$ cat config.mk
export PLATFORM = sky130hd
export DESIGN_NAME = ccd_clock_seq
export DESIGN_NICKNAME = d
export VERILOG_FILES = /design/src/rtl/ccd_seq_pkg.sv /design/src/rtl/ccd_cfg_latch.sv /design/src/rtl/ccd_pix_timer.sv /design/src/rtl/ccd_clock_seq.sv
export SDC_FILE = /design/constraint.sdc
export NUM_CORES = 1
export LEC_CHECK = 0
export ABC_AREA = 0
export BUFFER_PORTS_ARGS = -buffer_cell sky130_fd_sc_hd__buf_2
export CORE_MARGIN = 2
export CORE_UTILIZATION = 43
export DETAILED_ROUTE_END_ITERATION = 6
export GPL_TIMING_DRIVEN = 0
export PLACE_DENSITY_LB_ADDON = 0.05
export SLEW_MARGIN = 20
export SYNTH_ARGS = -nofsm -noshare
export SYNTH_HDL_FRONTEND = slang
export SYNTH_SLANG_ARGS = --single-unit
$ cat constraint.sdc
create_clock -name clk -period 12.1 [get_ports clk]
set_input_delay 3.63 -clock clk [delete_from_list [all_inputs] [get_ports clk]]
set_output_delay 3.63 -clock clk [all_outputs]
set_load 0.01 [all_outputs]
$ cat src/rtl/ccd_seq_pkg.sv
package ccd_seq_pkg;
    typedef enum logic [2:0] {
        S_IDLE,
        S_INTEG,
        S_VXA,
        S_VXB,
        S_SETUP,
        S_SHIFT
    } seq_state_t;
endpackage

$ cat src/rtl/ccd_cfg_latch.sv
module ccd_cfg_latch #(
    parameter int PW = 8,
    parameter int IW = 32,
    parameter int DW = 16,
    parameter int RW = 4
) (
    input  logic          clk,
    input  logic          rst_n,
    input  logic          load,
    input  logic [PW-1:0] raw_pix_per,
    input  logic [IW-1:0] raw_integ,
    input  logic [DW-1:0] raw_vpulse,
    input  logic [DW-1:0] raw_setup,
    input  logic [RW-1:0] raw_rg_width,
    input  logic [RW-1:0] raw_samp_dly,
    output logic [PW-1:0] pix_per,
    output logic [IW-1:0] integ,
    output logic [DW-1:0] vpulse,
    output logic [DW-1:0] setup,
    output logic [RW-1:0] rg_width,
    output logic [RW-1:0] samp_dly
);
    localparam logic [PW-1:0] MIN_PER = PW'(2);

    always_ff @(posedge clk or negedge rst_n) begin
        if (!rst_n) begin
            pix_per  <= MIN_PER;
            integ    <= IW'(1);
            vpulse   <= DW'(1);
            setup    <= DW'(1);
            rg_width <= RW'(1);
            samp_dly <= RW'(1);
        end else if (load) begin
            pix_per  <= (raw_pix_per < MIN_PER) ? MIN_PER : raw_pix_per;
            integ    <= (raw_integ == '0) ? IW'(1) : raw_integ;
            vpulse   <= (raw_vpulse == '0) ? DW'(1) : raw_vpulse;
            setup    <= (raw_setup == '0) ? DW'(1) : raw_setup;
            rg_width <= (raw_rg_width == '0) ? RW'(1) : raw_rg_width;
            samp_dly <= (raw_samp_dly == '0) ? RW'(1) : raw_samp_dly;
        end
    end
endmodule

$ cat src/rtl/ccd_pix_timer.sv
module ccd_pix_timer #(
    parameter int PW = 8,
    parameter int RW = 4
) (
    input  logic          clk,
    input  logic          rst_n,
    input  logic          run,
    input  logic [PW-1:0] period,
    input  logic [RW-1:0] rg_width,
    input  logic [RW-1:0] samp_dly,
    output logic          tick,
    output logic          rgate,
    output logic          samp,
    output logic          first_half
);
    localparam int SW = ((PW > RW) ? PW : RW) + 1;

    logic [PW-1:0] phase;
    logic [SW-1:0] samp_at;

    always_ff @(posedge clk or negedge rst_n) begin
        if (!rst_n) begin
            phase <= '0;
        end else if (!run || tick) begin
            phase <= '0;
        end else begin
            phase <= phase + PW'(1);
        end
    end

    always_comb begin
        samp_at    = SW'(rg_width) + SW'(samp_dly);
        tick       = run && (phase == period - PW'(1));
        rgate      = run && (SW'(phase) < SW'(rg_width));
        samp       = run && (SW'(phase) == samp_at);
        first_half = phase < (period >> 1);
    end
endmodule

$ cat src/rtl/ccd_clock_seq.sv
module ccd_clock_seq
    import ccd_seq_pkg::*;
#(
    parameter int LINES  = 3086,
    parameter int PIXELS = 3103,
    parameter int PW     = 8,
    parameter int IW     = 32,
    parameter int DW     = 16,
    parameter int RW     = 4,
    parameter int FW     = 16,
    parameter int LW     = $clog2(LINES)
) (
    input  logic          clk,
    input  logic          rst_n,
    input  logic          start,
    input  logic [PW-1:0] cfg_pix_per,
    input  logic [IW-1:0] cfg_integ,
    input  logic [DW-1:0] cfg_vpulse,
    input  logic [DW-1:0] cfg_setup,
    input  logic [RW-1:0] cfg_rg_width,
    input  logic [RW-1:0] cfg_samp_dly,
    output logic          vclk_a,
    output logic          vclk_b,
    output logic          hclk_a,
    output logic          hclk_b,
    output logic          rgate,
    output logic          samp,
    output logic [LW-1:0] line_cnt,
    output logic [FW-1:0] frame_cnt,
    output logic          frame_start,
    output logic          frame_done
);
    localparam int XW  = $clog2(PIXELS + 1);
    localparam int CW0 = (IW > DW) ? IW : DW;
    localparam int CW  = (CW0 > XW) ? CW0 : XW;
    localparam logic [LW-1:0] LAST_LINE = LW'(LINES - 1);

    seq_state_t    state, state_nx;
    logic [CW-1:0] span_cnt, span_len;
    logic          span_last, tick, first_half, load, busy;
    logic [PW-1:0] pix_per;
    logic [IW-1:0] integ;
    logic [DW-1:0] vpulse, setup;
    logic [RW-1:0] rg_width, samp_dly;

    assign busy = (state != S_IDLE);
    assign load = (state == S_IDLE) && start;

    ccd_cfg_latch #(.PW(PW), .IW(IW), .DW(DW), .RW(RW)) i_cfg (
        .clk(clk), .rst_n(rst_n), .load(load),
        .raw_pix_per(cfg_pix_per), .raw_integ(cfg_integ),
        .raw_vpulse(cfg_vpulse), .raw_setup(cfg_setup),
        .raw_rg_width(cfg_rg_width), .raw_samp_dly(cfg_samp_dly),
        .pix_per(pix_per), .integ(integ), .vpulse(vpulse),
        .setup(setup), .rg_width(rg_width), .samp_dly(samp_dly)
    );

    ccd_pix_timer #(.PW(PW), .RW(RW)) i_timer (
        .clk(clk), .rst_n(rst_n), .run(busy), .period(pix_per),
        .rg_width(rg_width), .samp_dly(samp_dly), .tick(tick),
        .rgate(rgate), .samp(samp), .first_half(first_half)
    );

    // span length of the current state, in pixel periods
    always_comb begin
        unique case (state)
            S_INTEG: span_len = CW'(integ);
            S_VXA,
            S_VXB:   span_len = CW'(vpulse);
            S_SETUP: span_len = CW'(setup);
            S_SHIFT: span_len = CW'(PIXELS);
            default: span_len = CW'(1);
        endcase
        span_last = tick && (span_cnt == span_len - CW'(1));
    end

    always_comb begin
        state_nx = state;
        unique case (state)
            S_IDLE:  if (start)     state_nx = S_INTEG;
            S_INTEG: if (span_last) state_nx = S_VXA;
            S_VXA:   if (span_last) state_nx = S_VXB;
            S_VXB:   if (span_last) state_nx = S_SETUP;
            S_SETUP: if (span_last) state_nx = S_SHIFT;
            S_SHIFT: if (span_last) state_nx = (line_cnt == LAST_LINE) ? S_IDLE : S_VXA;
            default:                state_nx = S_IDLE;
        endcase
    end

    // state register and counters
    always_ff @(posedge clk or negedge rst_n) begin
        if (!rst_n) begin
            state       <= S_IDLE;
            span_cnt    <= '0;
            line_cnt    <= '0;
            frame_cnt   <= '0;
            frame_start <= 1'b0;
            frame_done  <= 1'b0;
        end else begin
            state       <= state_nx;
            frame_start <= load;
            frame_done  <= (state == S_SHIFT) && span_last && (line_cnt == LAST_LINE);
            if (!busy || span_last) begin
                span_cnt <= '0;
            end else if (tick) begin
                span_cnt <= span_cnt + CW'(1);
            end
            if (load) begin
                line_cnt <= '0;
            end else if ((state == S_SHIFT) && span_last) begin
                if (line_cnt == LAST_LINE) begin
                    line_cnt  <= '0;
                    frame_cnt <= frame_cnt + FW'(1);
                end else begin
                    line_cnt <= line_cnt + LW'(1);
                end
            end
        end
    end

    // phase outputs
    always_comb begin
        vclk_a = (state == S_VXA);
        vclk_b = (state == S_VXB);
        hclk_a = (state == S_SHIFT) ? first_half : 1'b1;
        hclk_b = !hclk_a;
    end
endmodule

==> flow_metrics.py, run 1 <==
metrics = {
    "outcome": {
        "status": "finished, final reports clean",
    },
    "critical_path": {
        "cp.required_ps": 8470,
        "cp_num_buf_inv": 5,
        "arrival_ps": 3220,
        "crit_end": "rgate",
        "crit_chain": "buf_6 -> buf_6 -> buf_6 -> clkbuf_1 -> nor3_1 -> or4_1 -> a2111oi_0 -> buf_2",
        "cp_num_cells": 8,
        "critPathTopFamily": "buffers and inverters",
        "ff2ff_setup_slack_ps": 7130,
        "r2r_cells": 13,
        "start_kind": "flop",
        "cp-end-kind": "primary output",
        "slowest_stage": "or4_1",
        "max_stage_delay_ps": 540,
        "reg2reg_from": "state[1]",
        "crit_start": "state[1]",
        "worst_path_most_repeated_cell": "buf_6",
        "critPathKind": "reg2out",
        "reg2reg_to": "line_cnt[3]",
        "critical_path.max_fanout": 10,
    },
    "logic_synthesis": {
        "synthXorXnorAreaFrac_pct": 8.70,
        "synth_simple_gate_area_share_pct": 32.1,
        "async_flop_share_pct": 100,
        "muxShareOfSynthArea_pct": 1.12,
        "yosysWarningCount": 0,
        "yosys.area.top_type": "dfrtp_1",
        "avgSynthCellArea_sq_um": 8.43,
        "ys_ff_latch": 153,
        "synth_area_sq_um": 10200,
        "ys_seq_area_share_pct": 37.7,
        "synth_cells": 1206,
        "ys_types": 94,
        "syn-num-nets": 1310,
        "synth_top_family_by_area": "simple AND/OR/NAND/NOR gates",
        "synth_edf_count": 0,
        "synthDominantCellAreaShare_pct": 36.2,
        "synth_adder_area_share_pct": 2.66,
        "ys_top_cells_by_area": "dfrtp_1 36%, nand2_1 9.9%, xor2_1 4.5%, xnor2_1 4.2%, nor2_1 3.1%",
        "synth_ff_type": "dfrtp_1",
        "synth_compound_area_share_pct": 12.7,
    },
    "power_and_ir_drop": {
        "ir_drop_mv": 0.0651,
        "p_per_area_nw_per_um2": 131,
        "p_leak_nw": 5.44,
    },
    "route": {
        "drt_iter0_markers": 770,
        "vias_per_cell": 5.55,
        "dr_total_vias": 9296,
        "drtPass1Iterations": 7,
        "wl_um": 32000,
        "ant_nets": 0,
        "detail_route.wl_per_cell_um": 19.1,
        "drc": 0,
    },
    "place": {
        "dp_hpwl_um": 24600,
        "dp_slack_ps": 5730,
        "port_buffers": 118,
        "gp_congestion": 0.942,
    },
    "sta": {
        "fin_crit_ps": 6850,
        "relSlewSlack_pct": 39.3,
        "final.setup.tns_ps": 0,
        "hold_violations": 0,
        "slew_viol_final": 0,
        "tightest_slew_ps": 903,
        "post-route-period-util_pct": 56.6,
        "rsz0062_at_grt": "no",
        "fin_worst_skew_ps": 21.5,
        "fmax_mhz": 146,
        "setup_viol": 0,
        "fin_ws_ps": 5250,
    },
    "clocking": {
        "cts_resized": 0,
        "cts.sinks": 153,
        "cts_tree": "done",
        "hold_buffers": 0,
        "cts_buffer_depth": 2,
        "cts_max_level": 4,
        "clk_latency_ps": 440,
        "cts_setup_buffers": 0,
        "numCtsBuffers": 17,
        "cts_root_buf": "clkbuf_16",
        "path_clk_slew_ps": 70,
    },
    "global_route": {
        "globalRoute.totalOverflow": 0,
        "antenna_found_initial": 0,
        "grt_pass1_vias": 8736,
        "grt_pass1_wl_um": 49800,
        "track_usage_pct": 26.4,
        "grt_max_degree": 95,
    },
    "floorplanning": {
        "rows": 56,
        "die_area_sq_um": 24900,
        "die_w_um": 158,
        "die_h_um": 158,
        "ioPinCount": 119,
        "core_area_sq_um": 23300,
        "start_util_pct": 43.6,
    },
    "final_layout": {
        "final_cell_mix": "268 x nand2_1, 147 x dfrtp_1, 130 x buf_2, 84 x nor2_1, 52 x xor2_1",
        "drive_gt1_share_pct": 17.1,
        "regArea_sq_um": 3840,
        "multi_input_area_sq_um": 5830,
        "n_antenna_cell": 0,
        "nNetsFinal": 1448,
        "mostFrequentLayoutCell": "nand2_1",
        "fill_cells": 2319,
        "area_growth_pct": 16.1,
    },
    "job": {
        "maxCapViolCount": 0,
    },
    "hold_path": {
        "hp-class": "reg2reg",
    },
}
-- kinds of logic (layout without fill, tap and decap cells) --
family	count (synthesis)	after routing
and+or+nand+nor	637	637
AOI/OAI and AO/OA	178	178
DFF	153	153
xor gates and xnor gates	101	101
muxes	11	11
adders and majority gates	21	21
buffers and inverters	105	256
-- through the flow --
stage | cell area [sq um] | hold slack (ps) | utilization (%) | instances | total power [mW]
finish | 11800 | 456 | 50.6 | 1676 | 1.54
global route | 11800 | 487 | 50.6 | 1676 | 1.63
CTS | 11800 | 458 | 50.6 | 1676 | 1.56
detailed placement | 11200 | 448 | 48.0 | 1644 | 0.986
global placement | 11200 | 440 | 47.8 | 1643 | 0.979
floorplan | 10200 | 435 | - | 1206 | 0.860
-- state kept, by name, indices dropped and copies added (netlist names), 3 cells and up --
signal / flops
frame_cnt: 16
i_cfg.integ: 32
i_cfg.pix_per: 8
i_cfg.rg_width: 4
i_cfg.samp_dly: 4
i_cfg.setup: 16
i_cfg.vpulse: 16
i_timer.phase: 8
line_cnt: 12
span_cnt: 32
state: 3
-- Yosys cell counts (5+ instances only) --
library cell / instances
mux2i_1: 8
o21ai_0: 47
nor3_1: 44
nand4bb_1: 9
dfrtp_1: 147
buf_6: 10
dfstp_2: 6
nor2_1: 84
or4_1: 17
and4_1: 6
a21oi_1: 25
buf_2: 13
a21o_1: 7
o21a_1: 5
xnor2_1: 49
ha_1: 20
xor2_1: 52
o311a_1: 5
a211oi_1: 5
nor4_1: 25
nand4_1: 27
and3_1: 24
nand2_1: 268
inv_1: 33
nand3_1: 39
or2_2: 5
nor2b_1: 7
nand3b_1: 17
clkbuf_1: 43
o31ai_1: 11
nand2b_1: 15
-- worst reg2reg max path, cell delays in order (launching register included) --
cell and delay, ps:
dfrtp_1 460, buf_6 180, buf_2 190, nand3b_1 110, o211a_1 390, nand4_1 200
nor4_2 640, mux2_2 450, o21ai_0 250, nor4b_1 530, nand4_1 490, or2_0 340
clkbuf_1 240, o311a_1 400
-- how the worst min path moves through the flow --
| stage | from | endpoint | cells past startpoint |
|---|---|---|---|
| 2_1_floorplan | i_cfg.integ[0] | i_cfg.integ[0] | 2 |
| 3_3_place_gp | i_cfg.integ[0] | i_cfg.integ[0] | 2 |
| 4_1_cts | i_cfg.integ[0] | i_cfg.integ[0] | 2 |
| 5_1_grt | i_cfg.samp_dly[0] | i_cfg.samp_dly[0] | 2 |
| 6_report | i_cfg.integ[0] | i_cfg.integ[0] | 2 |
| 3_5_place_dp | i_cfg.integ[0] | i_cfg.integ[0] | 2 |
-- cell type report --
cell class | count | share of cell area (%)
Multi-Input combinational cell | 948 | 49.4
Buffer | 71 | 3.13
Inverter | 34 | 1.10
Clock inverter | 14 | 1.56
Timing Repair Buffer | 119 | 5.32
Tap cell | 319 | 3.38
Clock buffer | 18 | 3.64
Sequential cell | 153 | 32.5
-- power breakdown --
part	internal (mW)	total [mW]	switching, mW
Combinational	0.153	0.359	0.206
Clock	0.315	0.565	0.250
Sequential	0.561	0.621	0.0597
-- layer usage --
metal  up-vias  routed length [um]  global-route usage [%]
met4         0                 804                    8.57
met2       293               14300                    40.0
li1       4541                   -                       -
met1      4421               15000                    38.0
met5         -                   0                       0
met3        41                1880                    4.65
(Power assumes the default switching activity.)
==> inputs of run 2 (changes only) <==
--- a/config.mk
+++ b/config.mk
@@ -5,7 +5,7 @@
 export SDC_FILE = /design/constraint.sdc
 export NUM_CORES = 1
 export LEC_CHECK = 0
-export ABC_AREA = 0
+export ABC_AREA = 1
 export BUFFER_PORTS_ARGS = -buffer_cell sky130_fd_sc_hd__buf_2
 export CORE_MARGIN = 2
 export CORE_UTILIZATION = 43
==> constraint.sdc (replaced) <==
create_clock -name clk -period 7 [get_ports clk]
set_input_delay 2.1 -clock clk [delete_from_list [all_inputs] [get_ports clk]]
set_output_delay 2.1 -clock clk [all_outputs]
set_load 0.01 [all_outputs]
==> run 2 against run 1 <==
  * Hold slack gained 18 ps
  * Total power grew to 3.4 times the previous value
  * Non-clock buffer count shrank 24
  * Setup slack lost 3000 ps
  * Cell area grew 4.6%
  * Clock skew shrank 8.8 ps
  * Sequential power grew 110%
  * Sequential share of layout area shrank 1.4 points
  * Clock power grew 74%
  * Cell count grew 22%
  * Critical endpoint is now samp
==> flow_metrics.py, run 2 <==
metrics = {
    "place": {
        "placed_area_sq_um": 11700,
        "dp.cells": 2009,
        "dp_hpwl_um": 27100,
        "gp_congestion": 0.921,
        "port_buffers": 118,
    },
    "clocking": {
        "cts_resized": 0,
        "numCtsBuffers": 17,
        "cts_root_buf": "clkbuf_16",
        "cts_buffer_depth": 2,
        "clk_latency_ps": 440,
        "path_clk_slew_ps": 70,
        "cts.sinks": 153,
        "cts_tree": "done",
        "cts_setup_buffers": 0,
        "cts_max_level": 4,
        "hold_buffers": 0,
    },
    "logic_synthesis": {
        "synth_ff_type": "dfrtp_1",
        "yosys.area.top_type": "dfrtp_1",
        "ys_ff_latch": 153,
        "ys_types": 45,
        "ys_seq_area_share_pct": 35.8,
        "synth_edf_count": 0,
        "synth_area_sq_um": 10700,
        "yosysWarningCount": 0,
        "async_flop_share_pct": 100,
        "synthDominantCellAreaShare_pct": 34.4,
        "avgSynthCellArea_sq_um": 6.83,
        "ys_top_cells_by_area": "dfrtp_1 34%, nand2_1 19%, inv_1 5.7%, nand3_1 5.6%, nor2_1 5.3%",
        "synthTopCellsByCount": "554 x nand2_1, 163 x inv_1, 150 x nor2_1",
        "synth_cells": 1566,
        "yosysMostFrequentCell": "nand2_1",
        "syn-num-nets": 1670,
    },
    "sta": {
        "rsz0062_at_grt": "no",
        "slew_viol_final": 0,
        "hold_violations": 0,
        "post-route-period-util_pct": 68.1,
        "tightest_slew_ps": 885,
        "fin_worst_skew_ps": 12.7,
        "relSlewSlack_pct": 40.5,
        "fmax_mhz": 210,
        "final.setup.tns_ps": 0,
        "setup_viol": 0,
        "fin_crit_ps": 4760,
    },
    "final_layout": {
        "final_cell_mix": "554 x nand2_1, 163 x inv_1, 150 x nor2_1, 147 x dfrtp_1, 124 x buf_2",
        "instances_no_fill": 2041,
        "regArea_sq_um": 3840,
        "mostFrequentLayoutCell": "nand2_1",
        "area_growth_pct": 15.4,
        "multi_input_area_sq_um": 5950,
        "fill_cells": 2557,
        "final_cell_area_sq_um": 12300,
        "final_core_util_pct": 50.6,
        "drive_gt1_share_pct": 13.9,
        "n_antenna_cell": 0,
        "reg.largest.list": "i_cfg.integ x32, span_cnt x32",
        "nNetsFinal": 1808,
    },
    "global_route": {
        "use_met3_pct": 2.94,
        "grt_pass1_wl_um": 54600,
        "grt_max_degree": 94,
        "use_met1_pct": 39.0,
        "antenna_found_initial": 0,
        "globalRoute.totalOverflow": 0,
        "grt_pass1_vias": 9957,
        "grt.met2_usage_pct": 43.1,
        "grt_most_used_layer": "met2",
        "track_usage_pct": 26.9,
    },
    "hold_path": {
        "hp-class": "reg2reg",
    },
    "route": {
        "vias_per_cell": 5.18,
        "wl_um": 34100,
        "dr_total_vias": 10600,
        "detail_route.wl_per_cell_um": 16.7,
        "drtPass1Iterations": 5,
        "ant_nets": 0,
        "drt_iter0_markers": 746,
        "drc": 0,
    },
    "critical_path": {
        "crit_chain": "buf_6 -> nor2_4 -> buf_6 -> nand2_1 -> nand4_1 -> nor4_1 -> o21ai_0 -> a211oi_1 -> buf_2",
        "worst_path_most_repeated_cell": "buf_6",
        "arrival_ps": 2660,
        "cp.required_ps": 4900,
        "critPathTopFamily": "simple AND/OR/NAND/NOR gates",
        "ff2ff_setup_slack_ps": 3130,
        "slowest_stage": "nand2_1",
        "critPathKind": "reg2out",
        "cp_num_buf_inv": 3,
        "cp-end-kind": "primary output",
        "max_stage_delay_ps": 370,
        "start_kind": "flop",
        "critical_path.max_fanout": 10,
    },
    "floorplanning": {
        "core_area_sq_um": 24400,
        "die_area_sq_um": 26200,
        "rows": 57,
        "die_h_um": 162,
        "ioPinCount": 119,
        "die_w_um": 162,
        "start_util_pct": 43.9,
    },
    "power_and_ir_drop": {
        "p_per_area_nw_per_um2": 422,
        "ir_drop_mv": 0.161,
        "p_leak_nw": 6.29,
    },
    "outcome": {
        "status": "finished, final reports clean",
    },
    "job": {
        "maxCapViolCount": 0,
    },
}
==> run 2: through the flow <==
stage / hold slack (ps) / setup slack, ps / total power, mW
after floorplan: 437 / 2980 / 3.41
after global routing: 496 / 2120 / 5.66
final: 474 / 2240 / 5.21
after detailed placement: 460 / 2730 / 4.20
after global placement: 455 / 1260 / 4.16
after CTS: 477 / 2320 / 5.19
==> run 2: tightest hold or removal path: stages, from the launching register on <==
cell	delay, ps
dfrtp_1	350
nand2_1	50
nand2_1	40
==> run 2: final cells by class <==
type                       count  share of cell area [%]
inverter                     172                    5.33
clock inverter                15                    1.44
clock buffer                  17                    3.45
timing repair buffer         119                    5.09
sequential                   153                    31.1
buffer                        47                    2.17
tap                          324                    3.28
multi-input combinational   1194                    48.2
==> run 2: metal layers <==
metal / wire [um] / up-vias
met5: 0 / -
met4: 544 / 0
met3: 1410 / 30
met2: 15600 / 261
met1: 16500 / 4981
li1: - / 5298
==> run 2: path summary, 6_finish.rpt <==
kind / start / endpoint / cells past startpoint
setup reg to reg: state[1] / line_cnt[5] / 22
hold / removal: i_cfg.integ[31] / i_cfg.integ[31] / 2
min in group asynchronous: rst_n / span_cnt[15] / 1
setup / recovery: state[0] / samp / 9
max in group asynchronous: rst_n / frame_cnt[5] / 2
hold reg to reg: i_cfg.integ[31] / i_cfg.integ[31] / 2
==> run 2: kinds of logic (layout without fill, tap and decap cells) <==
group | after synthesis | after routing | synth area share, %
buffers and inverters | 219 | 370 | 8.65
XOR/XNOR | 76 | 76 | 6.22
AND/OR/NAND/NOR | 1008 | 1008 | 42.3
AO/OA/AOI/OAI | 89 | 89 | 4.49
flip-flops | 153 | 153 | 35.8
adder cells (fa/ha/maj) | 21 | 21 | 2.53
==> run 2: power by group <==
| group | switching [mW] | leakage, nW | total, mW | internal, mW |
|---|---|---|---|---|
| clock network | 0.442 | 0.293 | 0.983 | 0.541 |
| logic | 1.99 | 4.00 | 2.90 | 0.907 |
| registers | 0.190 | 1.99 | 1.33 | 1.14 |
